[config.mk]
export PLATFORM = sky130hd
export DESIGN_NAME = ddm_engine
export DESIGN_NICKNAME = d
export VERILOG_FILES = /design/src/rtl/ddm_pkg.sv /design/src/rtl/ddm_cell_store.sv /design/src/rtl/ddm_term_detect.sv /design/src/rtl/ddm_reduce_ctrl.sv /design/src/rtl/ddm_engine.sv
export SDC_FILE = /design/constraint.sdc
export NUM_CORES = 1
export LEC_CHECK = 0
export CAP_MARGIN = 10
export CELL_PAD_IN_SITES_DETAIL_PLACEMENT = 0
export CELL_PAD_IN_SITES_GLOBAL_PLACEMENT = 1
export CORE_MARGIN = 2
export CORE_UTILIZATION = 45
export CTS_BUF_LIST = sky130_fd_sc_hd__clkbuf_2
export DETAILED_ROUTE_END_ITERATION = 7
export PLACE_DENSITY_LB_ADDON = 0.1
export SETUP_SLACK_MARGIN = 0.2
export SKIP_LAST_GASP = 1
export SLEW_MARGIN = 30
export SYNTH_ARGS = -nofsm -noshare
export SYNTH_HDL_FRONTEND = slang
export SYNTH_SLANG_ARGS = --single-unit
export TNS_END_PERCENT = 1
[constraint.sdc]
create_clock -name clk -period 2.5 [get_ports clk]
set_clock_uncertainty 0.2 [all_clocks]
set_input_delay 0.5 -clock clk [delete_from_list [all_inputs] [get_ports clk]]
set_output_delay 0.5 -clock clk [all_outputs]
set_load 0.05 [all_outputs]
[src/rtl/ddm_pkg.sv]
package ddm_pkg;

  typedef enum logic [1:0] {
    CELL_NONE = 2'b00,
    CELL_REQ  = 2'b01,
    CELL_GNT  = 2'b10,
    CELL_BAD  = 2'b11
  } cell_e;

  function automatic int min_of(input int a, input int b);
    return (a < b) ? a : b;
  endfunction

  function automatic int step_limit(input int rows, input int cols);
    int lim;
    lim = 2 * min_of(rows, cols) - 3;
    return (lim < 1) ? 1 : lim;
  endfunction

  function automatic int idx_width(input int count);
    return (count > 1) ? $clog2(count) : 1;
  endfunction

endpackage

[src/rtl/ddm_cell_store.sv]
module ddm_cell_store
  import ddm_pkg::*;
#(
  parameter int ROWS  = 4,
  parameter int COLS  = 4,
  parameter int ROW_W = 2,
  parameter int COL_W = 2
) (
  input  logic                      clk,
  input  logic                      rst_n,
  input  logic                      acc_fire,
  input  logic                      acc_write,
  input  logic [ROW_W-1:0]          acc_row,
  input  logic [COL_W-1:0]          acc_col,
  input  logic [1:0]                acc_wdata,
  output logic [ROWS-1:0][COLS-1:0] req_m,
  output logic [ROWS-1:0][COLS-1:0] gnt_m,
  output logic                      rsp_valid,
  output logic [1:0]                rsp_data
);

  logic wr_ok;
  assign wr_ok = acc_fire && acc_write && (cell_e'(acc_wdata) != CELL_BAD);

  for (genvar r = 0; r < ROWS; r++) begin : g_row
    for (genvar c = 0; c < COLS; c++) begin : g_col
      logic hit;
      assign hit = wr_ok && (acc_row == ROW_W'(r)) && (acc_col == COL_W'(c));
      always_ff @(posedge clk or negedge rst_n) begin
        if (!rst_n) begin
          req_m[r][c] <= 1'b0;
          gnt_m[r][c] <= 1'b0;
        end else if (hit) begin
          req_m[r][c] <= acc_wdata[0];
          gnt_m[r][c] <= acc_wdata[1];
        end
      end
    end
  end

  logic [1:0] rd_code;
  always_comb begin
    rd_code = 2'b00;
    for (int r = 0; r < ROWS; r++) begin
      for (int c = 0; c < COLS; c++) begin
        if (acc_row == ROW_W'(r) && acc_col == COL_W'(c)) begin
          rd_code = {gnt_m[r][c], req_m[r][c]};
        end
      end
    end
  end

  always_ff @(posedge clk or negedge rst_n) begin
    if (!rst_n) begin
      rsp_valid <= 1'b0;
      rsp_data  <= 2'b00;
    end else begin
      rsp_valid <= acc_fire && !acc_write;
      if (acc_fire && !acc_write) begin
        rsp_data <= rd_code;
      end
    end
  end

  AST_BAD_CODE_REJECTED: assert property (@(posedge clk) disable iff (!rst_n)
    (acc_fire && acc_write && acc_wdata == 2'b11) |=>
      (req_m == $past(req_m) && gnt_m == $past(gnt_m)));

  AST_READ_ANSWERS: assert property (@(posedge clk) disable iff (!rst_n)
    (acc_fire && !acc_write) |=> rsp_valid);

endmodule

[src/rtl/ddm_term_detect.sv]
module ddm_term_detect #(
  parameter int ROWS = 4,
  parameter int COLS = 4
) (
  input  logic [ROWS-1:0][COLS-1:0] req_m,
  input  logic [ROWS-1:0][COLS-1:0] gnt_m,
  output logic [ROWS-1:0][COLS-1:0] rem_m,
  output logic [ROWS-1:0]           row_any,
  output logic [COLS-1:0]           col_any,
  output logic                      any_rem
);

  logic [ROWS-1:0] row_term;
  logic [COLS-1:0] col_term;

  for (genvar r = 0; r < ROWS; r++) begin : g_row
    logic has_r, has_g;
    assign has_r       = |req_m[r];
    assign has_g       = |gnt_m[r];
    assign row_any[r]  = has_r | has_g;
    assign row_term[r] = !(has_r && has_g);
  end

  for (genvar c = 0; c < COLS; c++) begin : g_col
    logic has_r, has_g;
    always_comb begin
      has_r = 1'b0;
      has_g = 1'b0;
      for (int r = 0; r < ROWS; r++) begin
        has_r = has_r | req_m[r][c];
        has_g = has_g | gnt_m[r][c];
      end
    end
    assign col_any[c]  = has_r | has_g;
    assign col_term[c] = !(has_r && has_g);
  end

  for (genvar r = 0; r < ROWS; r++) begin : g_rem_r
    for (genvar c = 0; c < COLS; c++) begin : g_rem_c
      assign rem_m[r][c] = (req_m[r][c] | gnt_m[r][c]) & (row_term[r] | col_term[c]);
    end
  end

  assign any_rem = |rem_m;

endmodule

[src/rtl/ddm_reduce_ctrl.sv]
module ddm_reduce_ctrl #(
  parameter int ROWS       = 4,
  parameter int COLS       = 4,
  parameter int STEP_LIMIT = 5,
  parameter int STEP_W     = 3
) (
  input  logic                      clk,
  input  logic                      rst_n,
  input  logic                      start_ok,
  input  logic [ROWS-1:0][COLS-1:0] src_req,
  input  logic [ROWS-1:0][COLS-1:0] src_gnt,
  input  logic [ROWS-1:0][COLS-1:0] rem_m,
  input  logic                      any_rem,
  output logic [ROWS-1:0][COLS-1:0] work_req,
  output logic [ROWS-1:0][COLS-1:0] work_gnt,
  output logic                      busy,
  output logic                      done,
  output logic                      deadlock,
  output logic [STEP_W-1:0]         steps
);

  localparam logic [STEP_W-1:0] STEP_MAX = STEP_W'(STEP_LIMIT);

  always_ff @(posedge clk or negedge rst_n) begin
    if (!rst_n) begin
      work_req <= '0;
      work_gnt <= '0;
      busy     <= 1'b0;
      done     <= 1'b0;
      deadlock <= 1'b0;
      steps    <= '0;
    end else begin
      done <= 1'b0;
      if (start_ok) begin
        work_req <= src_req;
        work_gnt <= src_gnt;
        busy     <= 1'b1;
        deadlock <= 1'b0;
        steps    <= '0;
      end else if (busy) begin
        if (any_rem) begin
          work_req <= work_req & ~rem_m;
          work_gnt <= work_gnt & ~rem_m;
          if (steps != STEP_MAX) begin
            steps <= steps + 1'b1;
          end
        end else begin
          busy     <= 1'b0;
          done     <= 1'b1;
          deadlock <= |(work_req | work_gnt);
        end
      end
    end
  end

  AST_DONE_ONE_CYCLE: assert property (@(posedge clk) disable iff (!rst_n)
    done |=> !done);

  AST_STEP_BOUND: assert property (@(posedge clk) disable iff (!rst_n)
    steps <= STEP_MAX);

  AST_WORK_ONLY_SHRINKS: assert property (@(posedge clk) disable iff (!rst_n)
    busy |=> (((work_req & ~$past(work_req)) == '0) &&
              ((work_gnt & ~$past(work_gnt)) == '0)));

  AST_DONE_ENDS_RUN: assert property (@(posedge clk) disable iff (!rst_n)
    done |-> !busy);

endmodule

[src/rtl/ddm_engine.sv]
module ddm_engine
  import ddm_pkg::*;
#(
  parameter int NUM_RES  = 4,
  parameter int NUM_PROC = 4,
  localparam int ROW_W      = idx_width(NUM_RES),
  localparam int COL_W      = idx_width(NUM_PROC),
  localparam int STEP_LIMIT = step_limit(NUM_RES, NUM_PROC),
  localparam int STEP_W     = $clog2(STEP_LIMIT + 1)
) (
  input  logic              clk,
  input  logic              rst_n,
  input  logic              acc_valid,
  output logic              acc_ready,
  input  logic              acc_write,
  input  logic [ROW_W-1:0]  acc_row,
  input  logic [COL_W-1:0]  acc_col,
  input  logic [1:0]        acc_wdata,
  output logic              rsp_valid,
  output logic [1:0]        rsp_data,
  input  logic              start,
  output logic              busy,
  output logic              done,
  output logic              deadlock,
  output logic [STEP_W-1:0] steps
);

  logic [NUM_RES-1:0][NUM_PROC-1:0] st_req, st_gnt;
  logic [NUM_RES-1:0][NUM_PROC-1:0] wk_req, wk_gnt, rem_m;
  logic [NUM_RES-1:0]               row_any;
  logic [NUM_PROC-1:0]              col_any;
  logic                             any_rem;
  logic                             acc_fire, start_ok;

  assign acc_ready = !busy;
  assign acc_fire  = acc_valid && acc_ready;
  assign start_ok  = start && !busy;

  ddm_cell_store #(
    .ROWS(NUM_RES), .COLS(NUM_PROC), .ROW_W(ROW_W), .COL_W(COL_W)
  ) store_i (
    .clk(clk), .rst_n(rst_n), .acc_fire(acc_fire), .acc_write(acc_write),
    .acc_row(acc_row), .acc_col(acc_col), .acc_wdata(acc_wdata),
    .req_m(st_req), .gnt_m(st_gnt), .rsp_valid(rsp_valid), .rsp_data(rsp_data)
  );

  ddm_term_detect #(
    .ROWS(NUM_RES), .COLS(NUM_PROC)
  ) detect_i (
    .req_m(wk_req), .gnt_m(wk_gnt), .rem_m(rem_m),
    .row_any(row_any), .col_any(col_any), .any_rem(any_rem)
  );

  ddm_reduce_ctrl #(
    .ROWS(NUM_RES), .COLS(NUM_PROC), .STEP_LIMIT(STEP_LIMIT), .STEP_W(STEP_W)
  ) ctrl_i (
    .clk(clk), .rst_n(rst_n), .start_ok(start_ok),
    .src_req(st_req), .src_gnt(st_gnt), .rem_m(rem_m), .any_rem(any_rem),
    .work_req(wk_req), .work_gnt(wk_gnt), .busy(busy), .done(done),
    .deadlock(deadlock), .steps(steps)
  );

  AST_STORE_HELD_IN_RUN: assert property (@(posedge clk) disable iff (!rst_n)
    busy |=> (st_req == $past(st_req) && st_gnt == $past(st_gnt)));

  AST_NO_ACCESS_IN_RUN: assert property (@(posedge clk) disable iff (!rst_n)
    busy |-> !acc_ready);

  AST_DL_NEEDS_TWO_LINES: assert property (@(posedge clk) disable iff (!rst_n)
    (done && deadlock) |-> ($countones(row_any) >= 2 && $countones(col_any) >= 2));

  AST_DL_MATCHES_RESIDUE: assert property (@(posedge clk) disable iff (!rst_n)
    done |-> (deadlock == (|row_any)));

endmodule

Word-level counts from Yosys, hierarchy flattened
Index checks and enable logic that the tools add are counted.
{"block": "totals", "ff_bits": 73, "in_bits": 11, "out_inout_bits": 10}
{"block": "op_classes", "addsub": 1, "bitwise": 76, "n_reduce_logical": 77, "n_eq_ne": 9, "n_mux": 35}
{"operator": "2-to-1 mux 16 bit", "count": 6}
{"operator": "OR 1 bit", "count": 56}
{"operator": "logical AND 1 bit", "count": 49}
{"operator": "bitwise AND 16 bit", "count": 2}
{"operator": "2-to-1 mux 2 bit", "count": 16}
{"operator": "OR reduction 16 bit", "count": 2}
{"operator": "OR reduction 4 bit", "count": 8}
{"operator": "bitwise AND 1 bit", "count": 16}
{"operator": "NOT 16 bit", "count": 1}
{"operator": "OR 16 bit", "count": 1}
{"operator": "2-to-1 mux 3 bit", "count": 4}
{"operator": "logical NOT 1 bit", "count": 10}
{"operator": "2-to-1 mux 1 bit", "count": 9}
{"operator": "equality test 2 bit, second input constant", "count": 4}
{"operator": "nonzero test 2 bit", "count": 3}
{"operator": "equality test 2 x 1 -> 1 bit, second input constant", "count": 2}
{"operator": "logical NOT 2 bit", "count": 2}
{"operator": "AND reduction 2 bit", "count": 2}
{"operator": "adder 3 x 1 -> 3 bit, second input constant", "count": 1}
{"operator": "!= test 3 bit, second input constant", "count": 1}
{"operator": "AND reduction 3 bit", "count": 1}
{"operator": "!= test 2 x 1 -> 1 bit, second input constant", "count": 1}
{"operator": "!= test 2 bit, second input constant", "count": 1}

Longest topological paths before layout
{"block": "depth", "depth_word": 18, "mapped_depth": 8, "depth_no_buf": 8}

Cells and area by module
From an unflattened synthesis, not the netlist that was laid out.
{"block": "unflattened", "hier_cells": 367, "hier_area_um2": 3829.9}
{"mod": "ddm_cell_store", "cells_each": 172, "area_each_um2": 1889.3, "instances": 1, "seq_area_each_um2": 875.8}
{"mod": "ddm_reduce_ctrl", "cells_each": 123, "area_each_um2": 1592.8, "instances": 1, "seq_area_each_um2": 950.9}
{"mod": "ddm_term_detect", "cells_each": 69, "area_each_um2": 331.6, "instances": 1, "seq_area_each_um2": 0.0}
{"mod": "ddm_engine", "cells_each": 3, "area_each_um2": 16.3, "instances": 1, "seq_area_each_um2": 0.0}

Worst setup path after synthesis
Ideal clock, no wire load.
{"block": "synth_timing", "path_type": "flip-flop to flip-flop", "startpoint": "register ctrl_i.busy", "endpoint": "register ctrl_i.work_req[15] (netlist bit)", "path_buffers": 1, "setup_ns": 0.121, "t_required_ns": 2.179, "setup_slack_ns": -0.018, "period_less_slack_ns": 2.518, "t_arrival_ns": 2.197, "stages_incl_launch_ff": 6, "cell_sequence": "dfrtp_1 clkinv_1 nand2_1 clkbuf_1 o21ai_0 a22o_1"}
{"block": "synth_via", "elab_chain_cells": 4}
{"item": "start, declared", "line_no": "ddm_reduce_ctrl.sv:16", "source": "output logic busy,"}
{"item": "start signal, assigned", "line_no": "ddm_reduce_ctrl.sv:28", "source": "busy <= 1'b0;"}
{"item": "start signal, assigned", "line_no": "ddm_reduce_ctrl.sv:37", "source": "busy <= 1'b1;"}
{"item": "start signal, assigned", "line_no": "ddm_reduce_ctrl.sv:48", "source": "busy <= 1'b0;"}
{"item": "logical NOT 1 bit *"}
{"item": "net acc_ready", "line_no": "ddm_engine.sv:14", "source": "output logic acc_ready,"}
{"item": "logical AND 1 bit *", "line_no": "ddm_engine.sv:37", "source": "assign start_ok = start && !busy;"}
{"item": "nonzero test 2 bit (no source line)"}
{"item": "AND reduction 2 bit (no source line)"}
{"item": "end signal, assigned", "line_no": "ddm_reduce_ctrl.sv:35", "source": "work_req <= src_req;"}
{"item": "end signal, assigned", "line_no": "ddm_reduce_ctrl.sv:42", "source": "work_req <= work_req & ~rem_m;"}
{"item": "end, declared", "line_no": "ddm_reduce_ctrl.sv:14", "source": "output logic [ROWS-1:0][COLS-1:0] work_req,"}
Mark *: on every way through the listed nets, which the timed path passes. The rest lies on a longest branch.
A chain may end at the register's enable or synchronous reset.

Worst setup path in the final report
{"block": "layout_timing", "startpoint": "register store_i.rsp_data[1]", "endpoint": "output port rsp_data[1]"}
{"item": "start, declared", "line_no": "ddm_cell_store.sv:19", "source": "output logic [1:0] rsp_data"}
{"item": "start signal, assigned", "line_no": "ddm_cell_store.sv:60", "source": "rsp_data <= rd_code;"}
{"item": "end, declared", "line_no": "ddm_engine.sv:20", "source": "output logic [1:0] rsp_data,"}
No word-level cell between the ends.

==> metrics.md <==
| Metric | Value |
|---|---|
| Post-synthesis cell type count | 48 |
| Worst Path Arrival | 1.75 ns |
| Slowest-stage cell, CP | clkdlybuf4s50_1 |
| Critical path capture point type | output port |
| Pin count of the biggest net entering global routing | 74 |
| Area leader, netlist | dfrtp_1 |
| CP startpoint kind | register |
| Design Power | 0.00413 W |
| Max stage delay on crit path | 0.82 ns |
| Core Area | slightly below 0.008 mm2 |
| Slew margin rel. | around 56% |
| Ports | 21 |
| Register area share after synthesis | 50.1% |
| CTS clk-pin slew, worst paths | 0.20 ns |
| Via count of the first global-routing pass | slightly below 3000 |
| Area fraction of the dominant cell type after synthesis | between 50% and 60% |
| Clock root cell | clkbuf_2 |
| Final Slew Violations | 0 |
| Compound-Gate Fraction of Synth Area | 18.3% |
| Clk_lat worst skew | 0.54 ns |
| # rows | 32 |
| Port buffer count | 20 |
| CP delay by family, top | buffers and inverters |
| Fin crit share | 98.0% |
| Multi-input logic area | around 0.0017 mm2 |
| Setup TNS | 0 ns |
| Fraction of the mapped netlist area in simple logic gates | 13.5% |
| Largest family of logic cells by synthesized area | compound AO/OA/AOI/OAI gates |
| Post-synthesis xor/xnor area fraction | 0% |
| Post-DR wirelength/cell | 20.7 um |
| P_leak | 2.00 nW |
| Synth async-reset ratio | 100% |
| Drt first-iter violations | about 220 |
| Max Cap Viol | 0 |
| Fillcell total | roughly 690 |
| Avg Vias per Cell | 6.12 |
| Crit path buf inv count | 1 |
| Critical-path cell list | clkdlybuf4s50_1 |
| Synthesized instance count | 323 |
| Register area | 0.00183 mm2 |
| Area contributors post-synth | dfrtp_1 (50%), mux2_2 (11%), a22o_1 (7.9%) |
| ANT cells | 0 |
| YS warnings | 0 |
| Status | completed |
| Min cycle time layout | ~2.4 ns |
| Syn Area/Cell | 11.3 um2 |
| P&R area growth vs syn | 18.0% |
| First-pass GRT wire length | 16.0 mm |
| TritonCTS Sinks | 73 |
| Critical Path RT | 1.80 ns |
| TritonCTS clock tree | yes |
| Critical path peak fanout | 2 |
| Via count | 2925 |
| Post-Syn Nets | 336 |
| Worst Tran Pin Value | 0.646 ns |
| Gr usage total | between 20 and 25% |
| Post-Syn Area | ~0.0036 mm2 |
| Final HPWL DP | 7.30 mm |
| P per Cell Area | about 960 mW/mm2 |
| CTS Buf Count | 9 |
| RSZ-0062 raised after global routing | true |
| Die Area | 0.00883 mm2 |
| Post-synth top cells | dfrtp_1 (73), mux2_2 (34), a22o_1 (33) |
| Top-count cell post-synth | dfrtp_1 |
| Antenna viol nets, final | 0 |
| Fin nets | 384 |
| Post-synth top flop | dfrtp_1 |
| First-pass detailed-route iteration total | 5 |
| Chip width | 94.0 um |
| WS Path Type | reg -> out |
| Longest Clk Path Bufs | 2 |
| Post-synthesis adder-cell area fraction | 0.687% |
| WL final | 9.91 mm |
| Gr ovfl total | 0 |
| Share of cells above drive strength 1 | between 20% and 30% |
| Hold crit path type | in -> async |
| Setup-failing EPs final | 0 |
| Post-route DRC violation count | 0 |
| Final worst slack | slightly above 0.05 ns |
| Initial Utilization | 46.9% |
| Max Clk Rate | 408 MHz |
| Initial antenna violation count | 0 |
| Worst slack, placed | -0.205 ns |
| Gp weighted congestion | 0.904 |
| H-tree depth | 3 |
| Mux cell area share after synthesis | 15.0% |
| EDFF count, synth | 0 |
| Die height | 94.0 um |
| Worst vdd ir | 0.000443 V |
| Hold Violations, Final | 0 |
| Synthesis-stage register bit count | 73 |
==> sequential cells by signal, summed over array words and instances, names as in the netlist <==
signal / cells
store_i.req_m: 16
ctrl_i.deadlock: 1
store_i.rsp_valid: 1
ctrl_i.steps: 3
store_i.gnt_m: 16
ctrl_i.work_gnt: 16
store_i.rsp_data: 2
ctrl_i.done: 1
ctrl_i.work_req: 16
ctrl_i.busy: 1
==> placed cells by master, fill, tap and decap left out, types with 4 or more instances in the layout <==
| cell | netlist | layout |
|---|---|---|
| dfrtp_1 | 73 | 72 |
| mux2_2 | 34 | 34 |
| a22o_1 | 33 | 33 |
| buf_4 | 0 | 30 |
| nor2_1 | 28 | 27 |
| nand2_1 | 20 | 20 |
| a21oi_1 | 15 | 15 |
| o21ai_0 | 15 | 15 |
| clkdlybuf4s50_1 | 0 | 14 |
| nor4_1 | 13 | 12 |
| clkbuf_2 | 0 | 9 |
| inv_1 | 8 | 8 |
| mux4_2 | 6 | 6 |
| nand3_1 | 5 | 5 |
| nor2b_1 | 5 | 5 |
| nor3_1 | 4 | 4 |
| nand4_1 | 4 | 4 |
==> metrics by stage <==
| step | hold WS (ns) | instance area [um2] | utilization [%] | cells |
|---|---|---|---|---|
| 2_1_floorplan | 0.00441 | 3640 | - | 323 |
| 3_3_place_gp | 0.324 | 4140 | 53.3 | 460 |
| 3_5_place_dp | 0.325 | 4140 | 53.3 | 460 |
| 4_1_cts | 0.283 | 4280 | 55.0 | 477 |
| 5_1_grt | 0.303 | 4300 | 55.4 | 478 |
| 6_report | 0.285 | 4300 | 55.4 | 478 |
==> tightest hold or removal path: stages <==
cell and delay, ns:
dlygate4sd3_1 0.52, buf_2 0.12, buf_12 0.32
==> final cells by class <==
type,count,share of cell area (%)
sequential,73,42.5
multi-input combinational,228,40.7
timing repair buffer,50,10.0
tap,102,2.97
clock inverter,7,1.98
clock buffer,9,1.05
inverter,9,0.815
==> power by group <==
part | internal (W) | leakage (nW) | total [W] | switching [W]
Sequential | 0.00143 | 0.985 | 0.00172 | 0.000297
Combinational | 0.000719 | 0.937 | 0.00166 | 0.000944
Clock | 0.000321 | 0.0768 | 0.000747 | 0.000426
Total | 0.00247 | 2.00 | 0.00413 | 0.00167
==> cell families (layout without fill, tap and decap cells) <==
family | Yosys count | count (layout)
and+or+nand+nor | 96 | 96
AOI/OAI and AO/OA | 87 | 87
DFF | 73 | 73
muxes | 43 | 43
buffers and inverters | 22 | 75
adders and majority gates | 2 | 2
==> what timing repair did <==
item	4_1_cts	5_1_grt
endpoints found under the hold margin	73	0
endpoints found under the setup margin	12	15
resized for setup	2	4
pin swaps	0	1
hold buffers	1	0
setup buffers	0	1
==> routing by layer <==
metal	GRT usage (%)	wire length [um]	vias up
li1	-	-	1335
met1	33.5	4350	1451
met2	36.9	4570	117
met3	6.90	760	22
met4	10.4	235	0
met5	0	0	-
==> final timing paths <==
| kind | slack [ns] | depth (start not counted) | from | to |
|---|---|---|---|---|
| min in group clk | 0.37 | 1 | store_i.rsp_data[0] | store_i.rsp_data[0] |
| min reg2reg | 0.37 | 1 | store_i.rsp_data[0] | store_i.rsp_data[0] |
| max reg2reg | 0.09 | 7 | ctrl_i.work_req[7] | ctrl_i.steps[0] |
| max in group asynchronous | 1.49 | 3 | rst_n | ctrl_i.work_gnt[5] |
| min | 0.28 | 3 | rst_n | ctrl_i.work_gnt[2] |
| max | 0.05 | 1 | store_i.rsp_data[1] | rsp_data[1] |
Power figures use the tool's default switching activity.
